==> src/rtl/banked_regfile.sv <==
module banked_regfile #(
  parameter int DW = 32
) (
  input  logic          clk,
  input  logic          rst_n,
  input  logic          mode_req,
  input  logic [4:0]    mode_new,
  output logic [4:0]    cur_mode,
  output logic          bad_mode,
  input  logic [3:0]    ra_addr,
  output logic [DW-1:0] ra_data,
  input  logic [3:0]    rb_addr,
  output logic [DW-1:0] rb_data,
  input  logic          wr_en,
  input  logic [3:0]    wr_addr,
  input  logic [DW-1:0] wr_data,
  input  logic          spsr_we,
  input  logic [DW-1:0] spsr_wdata,
  output logic [DW-1:0] spsr_rdata
);
  localparam logic [4:0] M_USR = 5'b10000;
  localparam logic [4:0] M_FIQ = 5'b10001;
  localparam logic [4:0] M_IRQ = 5'b10010;
  localparam logic [4:0] M_SVC = 5'b10011;
  localparam logic [4:0] M_ABT = 5'b10111;
  localparam logic [4:0] M_UND = 5'b11011;
  localparam logic [4:0] M_SYS = 5'b11111;
  localparam int NREG  = 16;
  localparam int NBANK = 6;
  localparam int HI_LO = 8;
  localparam int HI_N  = 5;
  localparam int SP    = 13;
  localparam int LR    = 14;

  function automatic logic mode_ok(input logic [4:0] m);
    return (m == M_USR) || (m == M_FIQ) || (m == M_IRQ) || (m == M_SVC) ||
           (m == M_ABT) || (m == M_UND) || (m == M_SYS);
  endfunction

  function automatic logic [2:0] bank_of(input logic [4:0] m);
    case (m)
      M_SVC:   return 3'd1;
      M_ABT:   return 3'd2;
      M_UND:   return 3'd3;
      M_IRQ:   return 3'd4;
      M_FIQ:   return 3'd5;
      default: return 3'd0;
    endcase
  endfunction

  logic [DW-1:0] gpr   [NREG];
  logic [DW-1:0] usr_hi[HI_N];
  logic [DW-1:0] fiq_hi[HI_N];
  logic [DW-1:0] bk_sp [NBANK];
  logic [DW-1:0] bk_lr [NBANK];
  logic [DW-1:0] bk_psr[NBANK];
  logic [DW-1:0] spsr;

  logic [DW-1:0] gpr_n   [NREG];
  logic [DW-1:0] usr_hi_n[HI_N];
  logic [DW-1:0] fiq_hi_n[HI_N];
  logic [DW-1:0] bk_sp_n [NBANK];
  logic [DW-1:0] bk_lr_n [NBANK];
  logic [DW-1:0] bk_psr_n[NBANK];
  logic [DW-1:0] spsr_n;

  wire       req_ok = mode_req && mode_ok(mode_new);
  wire       swap   = req_ok && (mode_new != cur_mode);
  wire [2:0] b_out  = bank_of(cur_mode);
  wire [2:0] b_in   = bank_of(mode_new);

  assign ra_data    = gpr[ra_addr];
  assign rb_data    = gpr[rb_addr];
  assign spsr_rdata = spsr;

  always_comb begin
    gpr_n    = gpr;
    usr_hi_n = usr_hi;
    fiq_hi_n = fiq_hi;
    bk_sp_n  = bk_sp;
    bk_lr_n  = bk_lr;
    bk_psr_n = bk_psr;
    spsr_n   = spsr;
    if (wr_en)   gpr_n[wr_addr] = wr_data;
    if (spsr_we) spsr_n = spsr_wdata;
    if (swap) begin
      if (cur_mode == M_FIQ) begin
        for (int i = 0; i < HI_N; i++) begin
          fiq_hi_n[i]       = gpr_n[HI_LO+i];
          gpr_n[HI_LO+i]    = usr_hi[i];
        end
      end else if (mode_new == M_FIQ) begin
        for (int i = 0; i < HI_N; i++) begin
          usr_hi_n[i]       = gpr_n[HI_LO+i];
          gpr_n[HI_LO+i]    = fiq_hi[i];
        end
      end
      bk_sp_n[b_out]  = gpr_n[SP];
      bk_lr_n[b_out]  = gpr_n[LR];
      bk_psr_n[b_out] = spsr_n;
      gpr_n[SP] = bk_sp_n[b_in];
      gpr_n[LR] = bk_lr_n[b_in];
      spsr_n    = bk_psr_n[b_in];
    end
  end

  always_ff @(posedge clk or negedge rst_n) begin
    if (!rst_n) begin
      for (int i = 0; i < NREG; i++) gpr[i] <= '0;
      for (int i = 0; i < HI_N; i++) begin
        usr_hi[i] <= '0;
        fiq_hi[i] <= '0;
      end
      for (int i = 0; i < NBANK; i++) begin
        bk_sp[i]  <= '0;
        bk_lr[i]  <= '0;
        bk_psr[i] <= '0;
      end
      spsr     <= '0;
      cur_mode <= M_SVC;
      bad_mode <= 1'b0;
    end else begin
      gpr      <= gpr_n;
      usr_hi   <= usr_hi_n;
      fiq_hi   <= fiq_hi_n;
      bk_sp    <= bk_sp_n;
      bk_lr    <= bk_lr_n;
      bk_psr   <= bk_psr_n;
      spsr     <= spsr_n;
      bad_mode <= mode_req && !mode_ok(mode_new);
      if (swap) cur_mode <= mode_new;
    end
  end

  assert_mode_legal_R3: assert property (@(posedge clk) disable iff (!rst_n)
    mode_ok(cur_mode));

  assert_switch_edge_R3: assert property (@(posedge clk) disable iff (!rst_n)
    req_ok |=> cur_mode == $past(mode_new));

  assert_bad_refused_R9: assert property (@(posedge clk) disable iff (!rst_n)
    mode_req && !mode_ok(mode_new) |=> bad_mode && $stable(cur_mode));

  assert_bad_cause_R9: assert property (@(posedge clk) disable iff (!rst_n)
    bad_mode |-> $past(mode_req) && !mode_ok($past(mode_new)));

  assert_same_mode_R8: assert property (@(posedge clk) disable iff (!rst_n)
    mode_req && mode_new == cur_mode && !wr_en && !spsr_we
    |=> $stable(spsr) && $stable(gpr[SP]) && $stable(gpr[LR]) && $stable(gpr[HI_LO]));

  assert_low_shared_R7: assert property (@(posedge clk) disable iff (!rst_n)
    mode_req && !wr_en |=> $stable(gpr[0]) && $stable(gpr[7]) && $stable(gpr[15]));
endmodule

==> config.mk <==
export PLATFORM = sky130hd
export DESIGN_NAME = banked_regfile
export DESIGN_NICKNAME = d
export VERILOG_FILES = /design/src/rtl/banked_regfile.sv
export SDC_FILE = /design/constraint.sdc
export NUM_CORES = 2
export LEC_CHECK = 0
export ABC_AREA = 1
export BUFFER_PORTS_ARGS = -buffer_cell sky130_fd_sc_hd__clkbuf_2
export CAP_MARGIN = 20
export CELL_PAD_IN_SITES_DETAIL_PLACEMENT = 0
export CELL_PAD_IN_SITES_GLOBAL_PLACEMENT = 1
export CORE_MARGIN = 8
export CORE_UTILIZATION = 42
export CTS_CLUSTER_DIAMETER = 50
export DETAILED_ROUTE_END_ITERATION = 6
export PLACE_DENSITY = 0.78
export SLEW_MARGIN = 20
export SYNTH_ARGS = -nofsm -noshare
export SYNTH_HDL_FRONTEND = slang
export SYNTH_SLANG_ARGS = --single-unit
==> constraint.sdc <==
create_clock -name clk -period 2.2 [get_ports clk]
set_clock_uncertainty 0.2 [all_clocks]
set_input_delay 0.44 -clock clk [delete_from_list [all_inputs] [get_ports clk]]
set_output_delay 0.44 -clock clk [all_outputs]
set_load 0.005 [all_outputs]
After elaboration in Yosys (flattened, before gate mapping)
Cells that the tools add are included.
- flip-flop bits (word level): 1446
- input port bits: 86
- output and inout port bits: 102
- word-level logic and storage cells: 118
- magnitude comparators: 7
- equal/unequal tests: 13
- multiplexer cells: 31
- bitwise operators: 6
- reduce and logical (&&, ||, !) cells: 14
- operator list (cell ; number):
    $bwmux W192 ; 3
    $bwmux W512 ; 1
    $mux W32 ; 14
    $mux W160 ; 2
    $bmux W32 S3 ; 3
    $bmux W32 S4 ; 2
    $mux W256 ; 1
    $mux W224 ; 1
    $demux W32 S4 ; 1
    $demux W32 S3 ; 1
    $eq A5 B5 Y1 const B ; 12
    $pmux W3 S5 ; 2
    $ge A5 B5 Y1 const B ; 3
    $not A4 Y5 ; 3
    $ge A4 B4 Y1 const B ; 2
    $not A3 Y4 ; 2
    $logic_or A1 B1 Y1 ; 6
    $logic_and A1 B1 Y1 ; 5
    $lt A5 B1 Y1 const B ; 1
    $ne A5 B5 Y1 ; 1
    $lt A4 B1 Y1 const B ; 1
    $reduce_and A3 Y1 ; 1
    $reduce_and A2 Y1 ; 1
    $logic_not A1 Y1 ; 1
    $not A1 Y1 ; 1

Depth between registers and ports, before layout
- depth after elaboration: 12
- mapped depth: 14
- gate-level depth less buffers: 11

Least setup slack after synthesis
OpenSTA, ideal clock, no wires.
- path kind: input to output
- from: input ra_addr[0]
- to: output ra_data[10]
- arrival time: 1768 ps
- required time: 1560 ps
- setup slack: -208 ps
- cell stages on the path: 7
- buffers on the path: 4
- cell sequence: clkbuf_1 > buf_2 > clkbuf_1 > clkbuf_1 > a21oi_1 > o221ai_1 > o21ai_0
- longest elaborated chain between the ends: 4
- ends and longest elaborated chain (element ; RTL line ; text):
    start: declaration ; 10 ; input logic [3:0] ra_addr,
    $not A4 Y5 (implied by the code) ; 72 ; assign ra_data = gpr[ra_addr];
    $bmux W32 S4 ; 72 ;
    $mux W32 (implied by the code) (2 in a row) ; 72 ;
    end: declaration ; 11 ; output logic [DW-1:0] ra_data,
Every way passes these cells. The select of a mux whose other input is x is not followed.

Worst setup path after layout
- from: register gpr[146] in the netlist's numbering
- to: output rb_data[18]
- longest elaborated chain between the ends: 3
- ends and longest elaborated chain (element ; RTL line ; text):
    start: declaration ; 51 ; logic [DW-1:0] gpr [NREG];
    start signal: assignment ; 123 ; gpr <= gpr_n;
    $bmux W32 S4 ; 73 ; assign rb_data = gpr[rb_addr];
    $mux W32 (implied by the code) (2 in a row) ; 73 ;
    end: declaration ; 13 ; output logic [DW-1:0] rb_data,
Every way passes these cells. The select of a mux whose other input is x is not followed.

==> qor_table.md <==
| Metric | Value | Unit |
|:---|:---|:---|
| Run status | finished, violations left | - |
| Violated checks | DRC, setup timing | - |
| Worst-case clock buffer depth | 3 | - |
| Area Overhead vs Synth | 31.9 | % |
| Source of the critical timing path | gpr[146] | - |
| Max-capacitance violation count | 0 | - |
| Number of sinks handled by clock tree synthesis | 1,446 | - |
| Tightest Pin Transition | 595 | ps |
| Worst path required time | 1560 | ps |
| Chip Height | 451 | um |
| Worst-path cell chain | inv_1 -> a21oi_1 -> o211ai_1 -> buf_4 -> o21ai_4 -> buf_2 | - |
| Post-route DRC violation count | 15 | - |
| Gate Count Post-Synth | 10,948 | - |
| Category of the critical setup timing path | reg -> out | - |
| Leading cell types by count after synthesis | sky130_fd_sc_hd__nand2_1, sky130_fd_sc_hd__o21ai_0, sky130_fd_sc_hd__dfrtp_1, sky130_fd_sc_hd__nand3_1, sky130_fd_sc_hd__inv_1 | - |
| Final Power | 116 | mW |
| Critical Path AT | 2370 | ps |
| Worst rel slew slack | 0.602 | - |
| Library cell with the highest instance count after synthesis | sky130_fd_sc_hd__nand2_1 | - |
| Count of boundary I/O pins | 188 | - |
| Synthesized flop and latch total | 1,446 | - |
| Slowest stage cell, crit path | sky130_fd_sc_hd__dfrtp_1 | - |
| Worst flop-to-flop path startpoint | cur_mode[4] | - |
| Total power per unit cell area | 1100 | nW/um^2 |
| Proportion of synthesized flip-flops having asynchronous set or reset | 1.00 | - |
| Number of antenna violations at the first check in global routing | 9 | - |
| Number of inserted filler cells in the final layout | 17,160 | - |
| Highest net fanout along the worst path | 2 | - |
| VDD IR max | 988 | uV |
| Vias after detailed routing | 84,242 | - |
| Inserted Clock Buffers | 186 | - |
| Kind of start point of the critical path | register | - |
| Clock-pin slew on the worst setup and hold paths | 60 | ps |
| Iteration-0 DRC Markers | 8,878 | - |
| Starting utilization of the core area | 0.423 | - |
| Reported leakage power | 48.2 | nW |
| Post-synthesis cell type count | 32 | - |
| WL final | 325 | mm |
| Worst Reg2Reg Path Length in Cells | 15 | - |
| Hold violation total from the final report | 0 | - |
| Placeable core area | 188,000 | sq um |
| Setup repair after global routing missed its margin | yes | - |
| Share of the clock period used by the worst path after layout | 1.37 | - |
| Critical path buffer and inverter count | 3 | - |
| Logic depth of the worst setup path including buffers | 6 | - |
| Input/output buffers | 187 | - |
| Share of final-layout standard cells stronger than drive strength 1 | 0.213 | - |
| Cell area after synthesis | 79,500 | sq um |
| Worst reg-to-reg setup slack | -370 | ps |
| Routed vias/inst | 5.75 | - |
| Critical register-to-register path endpoint | usr_hi[133] | - |
| Post-layout util | 0.558 | - |
| Family with the most delay on the worst path | compound AO/OA/AOI/OAI gates | - |
| Remaining global-route overflow | 0 | - |
| Post-route setup slack | -813 | ps |
| EDFF count, synth | 0 | - |
| Net total in the final layout | 12,088 | - |
| Remaining number of nets flagged by the antenna check after routing | 0 | - |
| Dominant synthesized flop cell | sky130_fd_sc_hd__dfrtp_1 | - |
| Post-Syn Area per Cell | 7.26 | sq um |
| Yosys synthesis warning count | 0 | - |
| Final routed wire length divided by cell count | 22.2 | um |
| Global-route wire length before repair | 492 | mm |
| Dpl ws | -684 | ps |
| Clock root buffer | sky130_fd_sc_hd__clkbuf_16 | - |
| Fmax | 332 | MHz |
| Number of detailed-route iterations in the first pass | 7 | - |
| Clock latency on the worst-skew pair | 840 | ps |
| Die Wd | 451 | um |
| Area fraction of the dominant cell type after synthesis | 0.454 | - |
| Crit-path max cell delay | 410 | ps |
| Std cell rows | 159 | - |
| H-tree levels | 4 | - |
| Via count of the first global-routing pass | 79,842 | - |
| Class of the most critical hold timing path | in -> reg | - |
| Final critical path time including I/O delays and setup | 3010 | ps |
| Cell type with the highest aggregate area in the netlist | sky130_fd_sc_hd__dfrtp_1 | - |
| Sequential cell area fraction in the yosys report | 0.455 | - |
| DP HPWL | 220 | mm |
| Sum of negative setup slack | -192,620 | ps |
| Weighted congestion reported at the end of routability-driven placement | 1.00 | - |
| Overall track demand over capacity in global routing | 0.307 | - |
| CP endpoint kind | output port | - |
| Number of pins with negative max-slew slack in the final report | 0 | - |
| Total die area | 204,000 | sq um |
| Synth Net Count | 11,034 | - |
| Worst setup path end | rb_data[18] | - |
| CTS tree | yes | - |
| Largest net degree at the start of global routing | 83 | - |
| Setup Viol. Count Final | 1,095 | - |
| Top cells by area in the synthesized netlist | sky130_fd_sc_hd__dfrtp_1, sky130_fd_sc_hd__nand2_1, sky130_fd_sc_hd__o21ai_0 | - |
==> per-layer routing <==
layer	wire length, um	global-route usage	vias to the layer above
met5	0	0	-
met1	134000	0.413	40524
met4	21800	0.178	0
met3	26900	0.0488	822
met2	142000	0.472	3891
li1	-	-	39005
==> metrics by stage <==
step | std cells | hold slack (ps) | cell area (sq um)
finish | 14647 | 94.1 | 105000
global route | 14646 | 86.6 | 105000
CTS | 14618 | 35.2 | 104000
detailed placement | 14152 | 181 | 94300
global placement | 14152 | 173 | 94300
floorplan | 10948 | -55.6 | 79600
==> how the worst min path moves through the flow <==
stage	startpoint	to	slack, ps	cells after the start
floorplan	rst_n	bad_mode	-60	0
global placement	rst_n	bk_psr[120]	170	1
global route	spsr_wdata[10]	bk_psr[42]	90	6
detailed placement	rst_n	bk_psr[120]	180	1
CTS	spsr_wdata[10]	bk_psr[74]	40	7
finish	spsr_wdata[6]	bk_psr[102]	90	7
==> logic make-up after synthesis <==
group,Yosys count,share of synthesized area
buffers and inverters,1626,0.0827
xor gates and xnor gates,1,0.000110
DFF,1446,0.455
AOI/OAI and AO/OA,3038,0.212
and+or+nand+nor,4837,0.251
==> layout make-up <==
class | instances | area (sq um) | area share
multi-input combinational | 7876 | 38800 | 0.370
sequential | 1446 | 36300 | 0.346
timing repair buffer | 1768 | 17800 | 0.170
clock buffer | 251 | 5210 | 0.0497
tap | 2495 | 3120 | 0.0298
inverter | 724 | 2820 | 0.0269
clock inverter | 81 | 926 | 0.00883
antenna | 6 | 15.0 | 0.000143
==> worst register-to-register path, delay by kind of cell, from the launching register on <==
family / cells / cell delay [ps]
AO/OA/AOI/OAI: 1 / 60
buffers and inverters: 10 / 1370
flip-flops: 1 / 560
AND/OR/NAND/NOR: 4 / 280
==> registers in the layout, summed over array words and instances, names as in the netlist <==
signal and count:
bk_sp 192, usr_hi 160, fiq_hi 160, gpr 512, bk_lr 192, bk_psr 192
cur_mode 5, bad_mode 1, spsr_rdata 32
==> cell usage in the layout, fill, tap and decap left out, types with 82 or more instances in the layout <==
cell type                   synthesis  final
sky130_fd_sc_hd__nand2_1         2870   2760
sky130_fd_sc_hd__dfrtp_1         1443   1393
sky130_fd_sc_hd__o21ai_0         1608   1384
sky130_fd_sc_hd__nand3_1         1287   1235
sky130_fd_sc_hd__buf_4             12   1142
sky130_fd_sc_hd__nor2_1           629    609
sky130_fd_sc_hd__inv_1            707    602
sky130_fd_sc_hd__a21oi_1          568    481
sky130_fd_sc_hd__a31oi_1          361    361
sky130_fd_sc_hd__buf_12             0    293
sky130_fd_sc_hd__o21ai_1           74    252
sky130_fd_sc_hd__o211ai_1         232    232
sky130_fd_sc_hd__clkbuf_16          0    198
sky130_fd_sc_hd__clkbuf_2           1    155
sky130_fd_sc_hd__inv_2             16     94
sky130_fd_sc_hd__a21oi_2            0     82
==> repair_timing <==
action                                  in CTS  in global routing
hold endpoints to repair                  1370                  0
endpoints found under the setup margin    1121               1212
buffers inserted                            59                 26
gates cloned                                22                 12
hold buffers                                70                  0
pin swaps                                  143                165
resized for setup                          635                304
==> power breakdown <==
part | internal [mW] | leakage (nW) | switching (mW)
Combinational | 17.9 | 28.4 | 23.9
Clock | 18.4 | 2.99 | 12.6
Sequential | 36.2 | 16.9 | 6.54
(Power assumes the default switching activity.)
